$ cat config.mk
export PLATFORM = sky130hd
export DESIGN_NAME = s2_tlb
export DESIGN_NICKNAME = d
export VERILOG_FILES = /design/src/rtl/s2tlb_pkg.sv /design/src/rtl/s2tlb_rr_ptr.sv /design/src/rtl/s2tlb_ctrl.sv /design/src/rtl/s2tlb_store.sv /design/src/rtl/s2_tlb.sv
export SDC_FILE = /design/constraint.sdc
export NUM_CORES = 1
export LEC_CHECK = 0
export ABC_AREA = 1
export BUFFER_PORTS_ARGS = -buffer_cell sky130_fd_sc_hd__buf_2
export CAP_MARGIN = 20
export CORE_AREA = 2 2 261 263
export CTS_CLUSTER_DIAMETER = 100
export DETAILED_ROUTE_END_ITERATION = 12
export DIE_AREA = 0 0 263 265
export PLACE_DENSITY = 0.59
export SKIP_LAST_GASP = 1
export SLEW_MARGIN = 10
export SYNTH_ARGS = -nofsm -noshare
export SYNTH_HDL_FRONTEND = slang
export SYNTH_SLANG_ARGS = --single-unit
export TNS_END_PERCENT = 5
$ cat constraint.sdc
create_clock -name clk -period 4.15 [get_ports clk]
set_input_delay 0 -clock clk [delete_from_list [all_inputs] [get_ports clk]]
set_output_delay 0 -clock clk [all_outputs]
set_load 0.005 [all_outputs]
$ cat src/rtl/s2tlb_pkg.sv
package s2tlb_pkg;

    typedef enum logic [1:0] {
        STG_NONE = 2'b00,
        STG_S1   = 2'b01,
        STG_S2   = 2'b10,
        STG_S12  = 2'b11
    } stage_e;

    typedef struct packed {
        logic   ns;
        logic   guest;
        logic   last;
        stage_e stage;
    } ent_attr_t;

    typedef enum logic {
        CT_IDLE = 1'b0,
        CT_ACK  = 1'b1
    } ctrl_state_e;

endpackage

$ cat src/rtl/s2tlb_rr_ptr.sv
module s2tlb_rr_ptr #(
    parameter int DEPTH = 8,
    parameter int PTR_W = $clog2(DEPTH)
) (
    input  logic             clk,
    input  logic             rst_n,
    input  logic             advance,
    output logic [PTR_W-1:0] slot
);
    localparam logic [PTR_W-1:0] LAST_SLOT = PTR_W'(DEPTH - 1);

    logic [PTR_W-1:0] slot_q;

    always_ff @(posedge clk) begin
        if (!rst_n) begin
            slot_q <= '0;
        end else if (advance) begin
            slot_q <= (slot_q == LAST_SLOT) ? '0 : slot_q + 1'b1;
        end
    end

    assign slot = slot_q;

endmodule

$ cat src/rtl/s2tlb_ctrl.sv
module s2tlb_ctrl
    import s2tlb_pkg::*;
(
    input  logic clk,
    input  logic rst_n,
    input  logic inv_valid,
    output logic inv_go,
    output logic inv_done
);
    ctrl_state_e state_q, state_d;

    // next-state: ACCEPT / REPEAT go to CT_ACK, RETIRE returns to CT_IDLE
    always_comb begin
        state_d = state_q;
        unique case (state_q)
            CT_IDLE: state_d = inv_valid ? CT_ACK : CT_IDLE;
            CT_ACK:  state_d = inv_valid ? CT_ACK : CT_IDLE;
            default: state_d = CT_IDLE;
        endcase
    end

    always_ff @(posedge clk) begin
        if (!rst_n) state_q <= CT_IDLE;
        else        state_q <= state_d;
    end

    always_comb begin
        inv_go   = inv_valid;
        inv_done = 1'b0;
        unique case (state_q)
            CT_IDLE: inv_done = 1'b0;
            CT_ACK:  inv_done = 1'b1;
            default: inv_done = 1'b0;
        endcase
    end

endmodule

$ cat src/rtl/s2tlb_store.sv
module s2tlb_store
    import s2tlb_pkg::*;
#(
    parameter int DEPTH  = 8,
    parameter int IPA_W  = 28,
    parameter int VMID_W = 8,
    parameter int PPN_W  = 28,
    parameter int PTR_W  = $clog2(DEPTH)
) (
    input  logic              clk,
    input  logic              rst_n,
    input  logic              lk_valid,
    input  logic [IPA_W-1:0]  lk_ipa,
    input  logic [VMID_W-1:0] cur_vmid,
    output logic              lk_hit,
    output logic [PPN_W-1:0]  lk_ppn,
    input  logic              fill_we,
    input  logic [PTR_W-1:0]  fill_slot,
    input  logic [IPA_W-1:0]  fill_ipa,
    input  logic [VMID_W-1:0] fill_vmid,
    input  ent_attr_t         fill_attr,
    input  logic [PPN_W-1:0]  fill_ppn,
    input  logic              inv_go,
    input  logic [IPA_W-1:0]  inv_ipa,
    output logic [DEPTH-1:0]  ent_valid,
    output logic [DEPTH-1:0]  ent_last,
    output logic [DEPTH-1:0]  ent_s2
);
    logic [DEPTH-1:0]  valid_q;
    logic [IPA_W-1:0]  ipa_q  [DEPTH];
    logic [VMID_W-1:0] vmid_q [DEPTH];
    logic [PPN_W-1:0]  ppn_q  [DEPTH];
    ent_attr_t         attr_q [DEPTH];
    logic [DEPTH-1:0]  lk_match;
    logic [DEPTH-1:0]  inv_match;

    for (genvar i = 0; i < DEPTH; i++) begin : g_slot
        logic write_here;
        logic owner_ok;
        logic kind_ok;

        assign write_here = fill_we && (fill_slot == PTR_W'(i));
        assign owner_ok   = attr_q[i].ns && attr_q[i].guest;
        assign kind_ok    = attr_q[i].last && (attr_q[i].stage == STG_S2);

        assign lk_match[i]  = valid_q[i] && (ipa_q[i] == lk_ipa) && (vmid_q[i] == cur_vmid);
        assign inv_match[i] = valid_q[i] && owner_ok && kind_ok &&
                              (ipa_q[i] == inv_ipa) && (vmid_q[i] == cur_vmid);

        // invalidate first, then the fill overwrites its slot
        always_ff @(posedge clk) begin
            if (!rst_n) begin
                valid_q[i] <= 1'b0;
            end else if (write_here) begin
                valid_q[i] <= 1'b1;
            end else if (inv_go && inv_match[i]) begin
                valid_q[i] <= 1'b0;
            end
        end

        always_ff @(posedge clk) begin
            if (write_here) begin
                ipa_q[i]  <= fill_ipa;
                vmid_q[i] <= fill_vmid;
                ppn_q[i]  <= fill_ppn;
                attr_q[i] <= fill_attr;
            end
        end

        assign ent_last[i] = attr_q[i].last;
        assign ent_s2[i]   = (attr_q[i].stage == STG_S2);
    end

    assign ent_valid = valid_q;

    // lowest slot wins: scan from the top so lower indices overwrite
    always_comb begin
        lk_hit = 1'b0;
        lk_ppn = '0;
        for (int k = DEPTH - 1; k >= 0; k--) begin
            if (lk_valid && lk_match[k]) begin
                lk_hit = 1'b1;
                lk_ppn = ppn_q[k];
            end
        end
    end

endmodule

$ cat src/rtl/s2_tlb.sv
module s2_tlb
    import s2tlb_pkg::*;
#(
    parameter int DEPTH  = 8,
    parameter int IPA_W  = 28,
    parameter int VMID_W = 8,
    parameter int PPN_W  = 28,
    parameter int OP_W   = 32
) (
    input  logic              clk,
    input  logic              rst_n,
    input  logic              lk_valid,
    input  logic [IPA_W-1:0]  lk_ipa,
    input  logic [VMID_W-1:0] cur_vmid,
    output logic              lk_hit,
    output logic [PPN_W-1:0]  lk_ppn,
    input  logic              fill_valid,
    input  logic [IPA_W-1:0]  fill_ipa,
    input  logic [VMID_W-1:0] fill_vmid,
    input  logic              fill_ns,
    input  logic              fill_guest,
    input  logic              fill_last,
    input  logic [1:0]        fill_stage,
    input  logic [PPN_W-1:0]  fill_ppn,
    input  logic              inv_valid,
    input  logic [OP_W-1:0]   inv_operand,
    output logic              inv_done
);
    localparam int PTR_W = $clog2(DEPTH);

    logic [PTR_W-1:0] fill_slot;
    logic             inv_go;
    ent_attr_t        fill_attr;
    logic [IPA_W-1:0] inv_ipa;
    logic [DEPTH-1:0] ent_valid;
    logic [DEPTH-1:0] ent_last;
    logic [DEPTH-1:0] ent_s2;
    logic             unused_rsvd;

    assign inv_ipa     = inv_operand[IPA_W-1:0];
    assign unused_rsvd = ^inv_operand[OP_W-1:IPA_W];

    assign fill_attr.ns    = fill_ns;
    assign fill_attr.guest = fill_guest;
    assign fill_attr.last  = fill_last;
    assign fill_attr.stage = stage_e'(fill_stage);

    s2tlb_ctrl u_ctrl (
        .clk      (clk),
        .rst_n    (rst_n),
        .inv_valid(inv_valid),
        .inv_go   (inv_go),
        .inv_done (inv_done)
    );

    s2tlb_rr_ptr #(.DEPTH(DEPTH), .PTR_W(PTR_W)) u_ptr (
        .clk    (clk),
        .rst_n  (rst_n),
        .advance(fill_valid),
        .slot   (fill_slot)
    );

    s2tlb_store #(
        .DEPTH(DEPTH), .IPA_W(IPA_W), .VMID_W(VMID_W), .PPN_W(PPN_W), .PTR_W(PTR_W)
    ) u_store (
        .clk      (clk),
        .rst_n    (rst_n),
        .lk_valid (lk_valid),
        .lk_ipa   (lk_ipa),
        .cur_vmid (cur_vmid),
        .lk_hit   (lk_hit),
        .lk_ppn   (lk_ppn),
        .fill_we  (fill_valid),
        .fill_slot(fill_slot),
        .fill_ipa (fill_ipa),
        .fill_vmid(fill_vmid),
        .fill_attr(fill_attr),
        .fill_ppn (fill_ppn),
        .inv_go   (inv_go),
        .inv_ipa  (inv_ipa),
        .ent_valid(ent_valid),
        .ent_last (ent_last),
        .ent_s2   (ent_s2)
    );

endmodule

### Yosys cells after proc, flatten, opt, wreduce, memory -nomap -nowiden

Memories as Yosys holds them, arrays and structs flattened.
Index checks and enable logic that the tools add are counted.
Widths: inputs -> output; s select.

* register bits after elaboration: 12
* memory bits (writable): 552
* output and inout bits: 30
* logic and storage cells: 315
* memories: 4

* add/subtract/negate cells: 1
* equal/unequal tests: 39
* mux-type cells: 135
* bitwise gates (word level): 1
* reductions and logical operators: 125

Memory list
* u_store.ipa_q: words 8, width 28, read ports 8, clocked after Yosys merged registers in 0, wr ports 1, line s2tlb_store.sv:30 `logic [IPA_W-1:0] ipa_q [DEPTH];`
* u_store.ppn_q: words 8, width 28, read ports 8, clocked after Yosys merged registers in 0, wr ports 1, line s2tlb_store.sv:32 `logic [PPN_W-1:0] ppn_q [DEPTH];`
* u_store.vmid_q: words 8, width 8, read ports 8, clocked after Yosys merged registers in 0, wr ports 1, line s2tlb_store.sv:31 `logic [VMID_W-1:0] vmid_q [DEPTH];`
* u_store.attr_q: words 8, width 5, read ports 8, clocked after Yosys merged registers in 0, wr ports 1, line s2tlb_store.sv:33 `ent_attr_t attr_q [DEPTH];`

Operators by type and width (count)
* $mux 28: 22
* $eq 28x28->1: 16
* $reduce_or 28->1: 14
* $logic_and 1x1->1: 88
* $mux 3: 29
* $mux 1: 69
* $eq 8x8->1: 8
* $mux 8: 7
* $reduce_or 8->1: 7
* $mux 5: 7
* $reduce_or 5->1: 7
* $eq 2x2->1 const B: 8
* $reduce_bool 2->1: 8
* $eq 3x3->1 const B: 4
* $eq 3x2->1 const B: 2
* $add 3x1->3 const B: 1
* $eq 3x1->1 const B: 1
* $logic_not 3->1: 1
* $pmux 1 s2: 1
* $not 1->1: 1

### Longest topological paths before layout

Gate-level depths: netlist (run 1).

* depth in word-level cells: 12
* gate-level depth with buffers: 20

### Cells and area by module

A second synthesis (run 1) with hierarchy kept.

* cell total of the unflattened synthesis: 2615
* area, all modules: 27023.4 µm²

Modules (own cells, without submodules)
* s2tlb_store: instances 1, cells an instance 2593, area each 26849.5 µm², sequential area each 16736.1 µm²
* s2tlb_rr_ptr: instances 1, cells an instance 18, area each 138.9 µm², sequential area each 60.1 µm²
* s2tlb_ctrl: instances 1, cells an instance 4, area each 35.0 µm², sequential area each 20.0 µm²

### Least setup slack after synthesis (run 1)

No wires, ideal clock.

* kind: register -> register
* start: reg u_ptr.slot_q[0], in the netlist u_ptr.slot[0]
* end: mem u_store.attr_q[3][0] (netlist bit) (enable)
* arrival time: 3.489 ns
* path slack: 0.163 ns
* stages on the path, launching flop included: 5
* period minus slack after synthesis: 3.987 ns
* cells stage by stage: dfxtp_1 -> inv_1 -> ha_1 -> inv_1 -> nor2_1

* elaborated cells on any way between the ends: 53

RTL lines
* start, declared: line s2tlb_rr_ptr.sv:12 `logic [PTR_W-1:0] slot_q;`
* start signal, assigned: line s2tlb_rr_ptr.sv:18 `slot_q <= (slot_q == LAST_SLOT) ? '0 : slot_q + 1'b1;`
* $eq 3x3->1 *: line s2tlb_store.sv:42 `assign write_here = fill_we && (fill_slot == PTR_W'(i));`
* $logic_and 1x1->1 *: line s2tlb_store.sv:42
* via u_store.g_slot[6].write_here: line s2tlb_store.sv:38 `logic write_here;`
* $mux 1 *: line s2tlb_store.sv:62 `if (write_here) begin`
* $mux 1 (not written as such) *: line s2tlb_store.sv:66 `attr_q[i] <= fill_attr;`
* $reduce_or 5->1 (no line)
* $mux 3 (no line) / $mux 1 (equally long branches) (2 in a row)
* end, declared: line s2tlb_store.sv:33

The timed path passes the listed nets; every way through them passes the cells marked *.

==> flow_summary.toml, run 1 <==
[run_status]
outcome = "complete, no violations"

[worst_setup_path]
rr_startpoint = "u_store.vmid_q[0][1]$_DFFE_PP_"
worst-path-max-fanout = 20
crit_end = "lk_ppn[15]"
reg2reg_slack_ns = 1.28
crit_path_start = "u_store.ipa_q[0][110]$_DFFE_PP_"
worstReg2RegEnd = "u_store.ent_valid[0]$_SDFFE_PN0P_"
worstSetupStartpointType = "flop"
arrival_ns = 3.84
reg2reg_depth = 7
critical_path_class = "flop to output port"
cp-end-kind = "output port"
worst-endpoint-required_ns = 4.15

[clock_network]
clock_path_buffers = 3
cts_buffers = 61
cts_resized = 0
clk_latency_ns = 0.65
cts_sinks = 564
cts_tree = "yes"
clkTransAtPathRegs_ns = 0.07
cts-root-buf = "clkbuf_16"
ctsHtreeMaxLevel = 2

[logic_synthesis]
post_synth_and_or_nand_nor_area_fraction_pct = 20.3
synth_mux_area_share_pct = 0
yosys.area.top_type_share_pct = 61.0
synth_nets = 2837
synth_area_um2 = 27200
synth_edf_count = 552
synthFlopType = "edfxtp_1"
seq_area_frac_synth_pct = 61.9
yosysTopAreaCell = "edfxtp_1"
synth.avg_cell_area_um2 = 10.1
synthAdderAreaFrac_pct = 0.276
synth_seq_cells = 564
syn_inst = 2689
synth_compound_area_share_pct = 4.16
synth_top_family_by_area = "simple AND/OR/NAND/NOR gates"
yosysUniqueCellTypes = 45
async_flop_share_pct = 0
synthTopCellsByArea = "edfxtp_1 61%, nand2_1 9.7%, nor2_1 4.3%"
synthXorXnorAreaFrac_pct = 7.18
synth_warnings = 0

[finish]
final_area_um2 = 31500
final_common_cell = "nand2_1"
final_cell_mix = "700 x nand2_1, 552 x edfxtp_1, 307 x nor2_1"
nets = 3062
layout.cells.non_filler = 3839
area_growth_syn_to_layout_pct = 16.0
drive_gt1_share_pct = 11.8

[placement]
place_congestion = 1.04
dp_hpwl_mm = 68.4
io_buffers = 167
dp.cells = 3652
place_area_um2 = 28800

[pwr]
pwr-share-seq_pct = 50.7
finalPower_mw = 12.8
clock_power_share_pct = 42.0
ir_drop_uv = 398
p_int_mw = 9.78
leakage_nw = 12.4
power_per_cell_area_nw_per_um2 = 406
power_frac_comb_pct = 7.3
switching_power_mw = 3.02
switching_share_pct = 23.6

[routing]
top_layer = "met5"
drc = 0
first_pass_iters = 6
met1_length_mm = 40.6
dr_wl_met2_mm = 43.1
drtAntennaViolNets = 0
vias = 20400
initialDrtViolationCount = 2209
wl_mm = 94.6
dr_wl_met3_mm = 7.33
vias_per_cell = 5.31
routedWlPerCell_um = 24.6

[floorplanning]
die-width_um = 263
fp.dieH_um = 265
pin_count = 172
num_rows = 95
coreArea_um2 = 66800
dieArea_um2 = 69700
start_util_pct = 40.7

[timing]
fmax_mhz = 260
setup_violations = 0
finalSetupTns_ns = 0
final.setup_skew_ns = 0.0372
tightestPinTransition_ns = 1.15
period_minus_slack_ns = 3.84
worst_hold_slack_ns = 0.0472
slew_viol_final = 0
rsz0062_at_grt = "false"
hold_viol = 0
slew_headroom_pct = 22.8
post-route-period-util_pct = 92.6

[run]
cap_violations = 0

[global_routing]
antenna_found_initial = 9
gr-usage-all-layers_pct = 26.8
grt_start_max_net_pins = 58
grt_pass1_vias = 19400
grt_pass1_wl_mm = 135
grt_overflow_total = 0

[hold_path]
min_path_type = "input port to flop"
logic make-up (layout without fill, tap and decap cells):
family	after synthesis	in the layout
and+or+nand+nor	1304	1304
DFF	564	564
buffers and inverters	389	664
xor gates and xnor gates	223	223
AOI/OAI and AO/OA	203	203
adders and majority gates	6	6
other	0	2
critical path, cell delays in order (launching register included):
cell and delay [ns]:
edfxtp_1 0.42, xnor2_1 0.60, nand4_1 0.44, nor2_1 0.19, nand3_1 0.29, nor2_2 0.28, nand2_2 0.23, buf_12 0.24
nor2_1 0.10, nor2_1 0.05, nand2_1 0.06, nand2_1 0.05, nand2_1 0.10, buf_2 0.13
power groups by stage:
stage	clock, mW	combinational (mW)	sequential (mW)
after global placement	0	0.853	6.61
after detailed placement	0	0.862	6.61
after floorplan	0	0.462	6.59
final	5.37	0.933	6.49
after global routing	5.67	0.994	6.50
after CTS	5.45	0.922	6.49
layout make-up:
| type | count | area (µm²) |
|---|---|---|
| flip-flops and latches | 564 | 16800 |
| well taps | 873 | 1090 |
| clock inverters | 26 | 299 |
| repair buffers | 260 | 1810 |
| diodes | 2 | 5.00 |
| clock buffers | 87 | 1680 |
| multi-input cells | 1736 | 8740 |
| inverters | 291 | 1090 |
| fillers | 6233 | 35300 |
per-layer routing:
metal	up-vias	GRT usage [%]
met5	-	0
met3	160	4.17
met1	9961	37.4
li1	9372	-
met2	881	42.6
met4	10	9.48
worst min path at each step:
| stage | from | endpoint | slack [ns] | cells past startpoint |
|---|---|---|---|---|
| 2_1_floorplan | rst_n | u_ctrl.state_q$_SDFF_PN0_ | 0.1 | 2 |
| 3_3_place_gp | rst_n | u_ctrl.state_q$_SDFF_PN0_ | 0.26 | 3 |
| 3_5_place_dp | rst_n | u_ctrl.state_q$_SDFF_PN0_ | 0.26 | 3 |
| 4_1_cts | inv_operand[2] | u_store.ent_valid[2]$_SDFFE_PN0P_ | 0.02 | 6 |
| 5_1_grt | inv_operand[3] | u_store.ent_valid[2]$_SDFFE_PN0P_ | 0.12 | 6 |
| 6_report | inv_operand[2] | u_store.ent_valid[2]$_SDFFE_PN0P_ | 0.05 | 6 |
Yosys cell counts (all sizes together), types with 34 or more instances:
library cell	count
nand2	706
edfxtp	552
o21ai	107
inv	284
buf	65
nand4	72
o22ai	47
xor2	121
nand3	77
nor4	34
nor2	320
or2	62
xnor2	102
flip-flops by register name, indices dropped and copies added, names as in the netlist:
| register | cells |
|---|---|
| u_store.ipa_q | 224 |
| u_store.ppn_q | 224 |
| u_store.vmid_q | 64 |
| u_ptr.slot | 3 |
| u_ctrl.state_q | 1 |
| u_store.ent_valid | 8 |
| u_store.attr_q | 40 |
per-stage QoR:
stage | utilization (%) | setup WS (ns)
3_3_place_gp | 43.2 | 1.13
4_1_cts | 47.2 | 0.404
6_report | 47.2 | 0.309
2_1_floorplan | - | 0.163
5_1_grt | 47.2 | 0.280
3_5_place_dp | 43.2 | 1.12
timing repair:
item	4_1_cts	5_1_grt
hold buffers	72	0
setup buffers	0	0
hold endpoints to repair	564	0
Note: power is estimated with default switching activity, not from simulation.
==> run 2: changes to the inputs <==
--- a/config.mk
+++ b/config.mk
@@ -13,7 +13,6 @@
 export DETAILED_ROUTE_END_ITERATION = 12
 export DIE_AREA = 0 0 263 265
 export PLACE_DENSITY = 0.59
-export SKIP_LAST_GASP = 1
 export SLEW_MARGIN = 10
 export SYNTH_ARGS = -nofsm -noshare
 export SYNTH_HDL_FRONTEND = slang
==> constraint.sdc (replaced) <==
create_clock -name clk -period 4.15 [get_ports clk]
set_input_delay 0.83 -clock clk [delete_from_list [all_inputs] [get_ports clk]]
set_output_delay 0.83 -clock clk [all_outputs]
set_load 0.005 [all_outputs]
==> run 2 against run 1 <==
Effect of this change:
- final cell count barely moved
- worst hold slack improved by 0.40 ns
- utilization is 0.073 points higher
- clock power down 0.7%
- wire length increased by 1.4%
- register-to-register slack gained 0.40 ns
- first-iteration DRC count shrank 15%
- via count is 0.51% lower
- maximum frequency shrank 4.5%
- clock skew is 0.019 ns lower
- non-clock buffer count unchanged
==> flow_summary.toml, run 2 (same netlist as run 1, synthesis figures left out) <==
[run_status]
outcome = "complete, no violations"

[routing]
top_layer = "met5"
dr_wl_met3_mm = 6.57
vias = 20300
first_pass_iters = 6
drtAntennaViolNets = 0
met1_length_mm = 42.4
dr_wl_met2_mm = 43.8
initialDrtViolationCount = 1887
drc = 0
wl_mm = 96.0
vias_per_cell = 5.28
routedWlPerCell_um = 25.0

[finish]
reg.largest.list = "u_store.ipa_q x224, u_store.ppn_q x224, u_store.vmid_q x64"
final_common_cell = "nand2_1"
final_cell_mix = "700 x nand2_1, 552 x edfxtp_1, 303 x nor2_1"
area_growth_syn_to_layout_pct = 16.2
drive_gt1_share_pct = 14.7
final_area_um2 = 31600
layout.cells.non_filler = 3838
nets = 3061

[clock_network]
cts_tree = "yes"
cts_buffers = 60
hold_buffers = 0
cts-root-buf = "clkbuf_16"
clk_latency_ns = 0.64
ctsHtreeMaxLevel = 2
cts_sinks = 564
clkTransAtPathRegs_ns = 0.06
clock_path_buffers = 3

[placement]
io_buffers = 167
dp.cells = 3721
place_area_um2 = 29500
place_congestion = 1.02
dp_hpwl_mm = 71.8

[run]
cap_violations = 0

[timing]
finalSetupTns_ns = 0
period_minus_slack_ns = 4.02
hold_viol = 0
final.setup_skew_ns = 0.0181
slew_viol_final = 0
tightestPinTransition_ns = 1.14
post-route-period-util_pct = 96.9
setup_violations = 0
fmax_mhz = 249
slew_headroom_pct = 23.4
rsz0062_at_grt = "true"

[global_routing]
antenna_found_initial = 9
grt_pass1_vias = 19700
grt_pass1_wl_mm = 138
grt_start_max_net_pins = 63
grt_overflow_total = 0
gr-usage-all-layers_pct = 27.4

[worst_setup_path]
worst-path-max-fanout = 55
worstSetupStartpointType = "input port"
critical_path_class = "input port to output port"
worst-endpoint-required_ns = 3.32
cp-end-kind = "output port"
arrival_ns = 3.19

[floorplanning]
num_rows = 95
pin_count = 172
coreArea_um2 = 66800
start_util_pct = 40.7
fp.dieH_um = 265
dieArea_um2 = 69700
die-width_um = 263

[pwr]
power_per_cell_area_nw_per_um2 = 403
ir_drop_uv = 357
leakage_nw = 12.5
finalPower_mw = 12.7

[hold_path]
min_path_type = "input port to flop"
## run 2: per-stage QoR
| step | util, % | hold WS, ns | setup WS, ns |
|---|---|---|---|
| after CTS | 47.2 | 0.427 | 0.0321 |
| after global routing | 47.3 | 0.451 | -0.0205 |
| after detailed placement | 44.2 | 0.545 | 0.0478 |
| final | 47.3 | 0.444 | 0.127 |
| after global placement | 44.2 | 0.519 | 0.0895 |
| after floorplan | - | 0.454 | -0.468 |
## run 2: layer usage
layer	GRT usage, %	vias up
met5	0	-
met4	8.51	14
met2	44.1	729
met1	38.3	10000
met3	4.38	142
li1	-	9382
## run 2: area by class of cell
class	instances	area (µm²)
Clock buffer	68	1550
Tap cell	873	1090
Multi-Input combinational cell	1736	8800
Sequential cell	564	16800
Fill cell	6230	35200
Timing Repair Buffer	260	1830
Inverter	291	1100
Antenna cell	2	5.00
Clock inverter	44	403
## run 2: worst max-delay path, stage by stage
cell     delay [ns]
buf_2          0.23
inv_2          0.16
nand2_1        0.09
nand2_1        0.06
nor2_1         0.16
nand2_1        0.15
nor2_1         0.12
nand2_1        0.08
nor2_4         0.17
nand2_4        0.07
buf_12         0.18
or2_2          0.30
nand3_1        0.08
nand2_1        0.06
nand2_1        0.07
nand2_1        0.09
nand2_1        0.07
nand2_1        0.05
buf_2          0.12
## run 2: timing repair
item | 4_1_cts | 5_1_grt
hold endpoints to repair | 0 | 0
gates resized for setup | 1 | 18
pin swaps | 0 | 3
endpoints found under the setup margin | 1 | 28
setup buffers | 0 | 3
## run 2: power by group
| group | internal, mW | total, mW | leakage [nW] | switching, mW |
|---|---|---|---|---|
| combinational | 0.270 | 0.917 | 6.44 | 0.647 |
| sequential | 6.41 | 6.50 | 5.11 | 0.0847 |
| clock | 3.06 | 5.33 | 0.956 | 2.27 |
## run 2: worst paths after layout
kind / startpoint / end / slack (ns) / cells past startpoint
setup / recovery: lk_ipa[1] / lk_ppn[2] / 0.13 / 19
hold / removal: rst_n / u_ctrl.state_q$_SDFF_PN0_ / 0.44 / 3
setup reg to reg: u_store.ipa_q[1][75]$_DFFE_PP_ / u_store.ent_valid[6]$_SDFFE_PN0P_ / 1.68 / 7
hold reg to reg: u_ptr.slot[0]$_SDFFE_PN0P_ / u_ptr.slot[0]$_SDFFE_PN0P_ / 0.55 / 1
==> run 3: changes to the inputs <==
--- a/config.mk
+++ b/config.mk
@@ -12,6 +12,7 @@
 export CTS_CLUSTER_DIAMETER = 100
 export DETAILED_ROUTE_END_ITERATION = 12
 export DIE_AREA = 0 0 263 265
+export GPL_TIMING_DRIVEN = 0
 export PLACE_DENSITY = 0.59
 export SLEW_MARGIN = 10
 export SYNTH_ARGS = -nofsm -noshare
==> run 3 against run 2 <==
Effect of this change:
- clock power rose by 2%
- first-iteration DRC count rose by 7.0%
- non-clock buffer count fell by 23
- via count rose by 0.43%
- final cell count fell by 0.60%
- final area rose by 0.24%
- total power rose by 0.90%
- critical path depth fell by 2
- critical path type is now flop to output port
- critical endpoint is now lk_ppn[14]
- largest cell class unchanged
==> flow_summary.toml, run 3 (same netlist as run 1, synthesis figures left out) <==
[timing]
rsz0062_at_grt = "true"
fmax_mhz = 242
period_minus_slack_ns = 4.14
final.setup_skew_ns = 0.0383
slew_viol_final = 0
slew_headroom_pct = 18.3
final.setup.worst_slack_ns = 0.0138
setup_violations = 0
worst_hold_slack_ns = 0.426
hold_viol = 0
tightestPinTransition_ns = 1.21
post-route-period-util_pct = 99.7

[floorplanning]
num_rows = 95
pin_count = 172
start_util_pct = 40.7
dieArea_um2 = 69700
coreArea_um2 = 66800
die-width_um = 263
fp.dieH_um = 265

[run]
cap_violations = 0

[routing]
vias_per_cell = 5.34
drtAntennaViolNets = 0
drc = 0
wl_mm = 97.7
vias = 20400
routedWlPerCell_um = 25.6
initialDrtViolationCount = 2020
first_pass_iters = 5

[finish]
final_core_util_pct = 47.4
final_cell_mix = "697 x nand2_1, 552 x edfxtp_1, 300 x nor2_1"
final_common_cell = "nand2_1"
reg.largest.list = "u_store.ipa_q x224, u_store.ppn_q x224, u_store.vmid_q x64"
drive_gt1_share_pct = 13.6
nets = 3039
area_growth_syn_to_layout_pct = 16.5

[global_routing]
grt_pass1_vias = 19800
grt_pass1_wl_mm = 140
antenna_found_initial = 12
grt_start_max_net_pins = 50
use_met1_pct = 38.9
use_met2_pct = 43.5
gr-usage-all-layers_pct = 27.9
grt-busiest-layer = "met2"
grt_use_met3_pct = 5.18
grt_overflow_total = 0

[pwr]
clock_power_share_pct = 42.2
p_int_mw = 9.82
pwr-share-seq_pct = 50.5
switching_power_mw = 3.03
finalPower_mw = 12.9
ir_drop_uv = 334
switching_share_pct = 23.6
power_per_cell_area_nw_per_um2 = 406
power_frac_comb_pct = 7.3
leakage_nw = 12.4

[hold_path]
hold_depth = 3
min_path_type = "input port to flop"

[clock_network]
cts-root-buf = "clkbuf_16"
cts_tree = "yes"
hold_buffers = 0
clock_path_buffers = 3
cts_buffers = 61
cts_sinks = 564
ctsHtreeMaxLevel = 2
clk_latency_ns = 0.66
clkTransAtPathRegs_ns = 0.06

[run_status]
outcome = "complete, no violations"

[placement]
dp_hpwl_mm = 75.2
place_ws_ns = -0.462
place_congestion = 1.03
io_buffers = 110

[worst_setup_path]
reg2reg_depth = 7
critical_path_class = "flop to output port"
worst-path-max-fanout = 10
cp-end-kind = "output port"
arrival_ns = 3.31
worst-endpoint-required_ns = 3.32
worstSetupStartpointType = "flop"
-- run 3: cell types whose count changed in the layout (fill, tap and decap cells not counted), sizes merged --
cell,delta
clkbuf,+49
inv,-1
clkinv,-7
diode,+1
bufinv,-1
clkinvlp,-3
buf,-61
-- run 3: worst paths after layout --
check	start	end	slack [ns]
max	u_store.ipa_q[1][0]$_DFFE_PP_	lk_ppn[14]	0.01
max reg2reg	u_store.vmid_q[1][9]$_DFFE_PP_	u_store.ent_valid[5]$_SDFFE_PN0P_	1.09
min	rst_n	u_ctrl.state_q$_SDFF_PN0_	0.43
min reg2reg	u_ptr.slot[0]$_SDFFE_PN0P_	u_ptr.slot[0]$_SDFFE_PN0P_	0.55
-- run 3: cell type report --
class / instances / area, µm²
buffer: 98 / 621
inverter: 291 / 1110
multi-input combinational: 1736 / 8960
antenna: 3 / 7.51
tap: 873 / 1090
fill: 6191 / 35100
sequential: 564 / 16800
clock buffer: 79 / 1680
timing repair buffer: 139 / 1080
clock inverter: 32 / 307
-- run 3: routing by layer --
layer,wire length [µm],vias up,part of all wire [%]
met4,3720,16,3.8
met5,93,-,0.095
met3,7950,147,8.1
met2,44000,833,45
li1,-,9338,-
met1,42000,10000,43
-- run 3: critical path: stages, from the launching register on --
cell and delay, ns:
edfxtp_1 0.43, or2_1 0.23, nand2_1 0.18, nand4_1 0.22
nor3_2 0.31, nand2_2 0.18, inv_1 0.09, nand2_1 0.09
buf_4 0.20, buf_4 0.19, nand2_1 0.08, inv_1 0.04
nand2_1 0.06, nand2_1 0.05, nand2_1 0.06, nand2_1 0.05
nand2_1 0.05, buf_2 0.11
-- run 3: timing repair --
action,in CTS,in global routing
cloned,0,0
buffers inserted,4,2
pin swaps,2,5
gates resized for setup,32,36
endpoints found under the setup margin,29,29
-- run 3: metrics by stage --
step	instances	TNS [ns]	area [µm²]
final	3815	0	31700
after global routing	3813	-0.802	31700
after CTS	3810	0	31600
after detailed placement	3695	-11.27	29400
after global placement	3672	-1467.05	28800
after floorplan	2689	-195.13	27200
-- run 3: power groups by stage --
stage,Combinational (mW),Clock (mW),Sequential [mW]
after floorplan,0.462,0,6.59
after global placement,0.855,0,6.64
after detailed placement,0.909,0,6.61
after CTS,0.927,5.50,6.49
after global routing,1.00,5.70,6.50
final,0.940,5.42,6.50
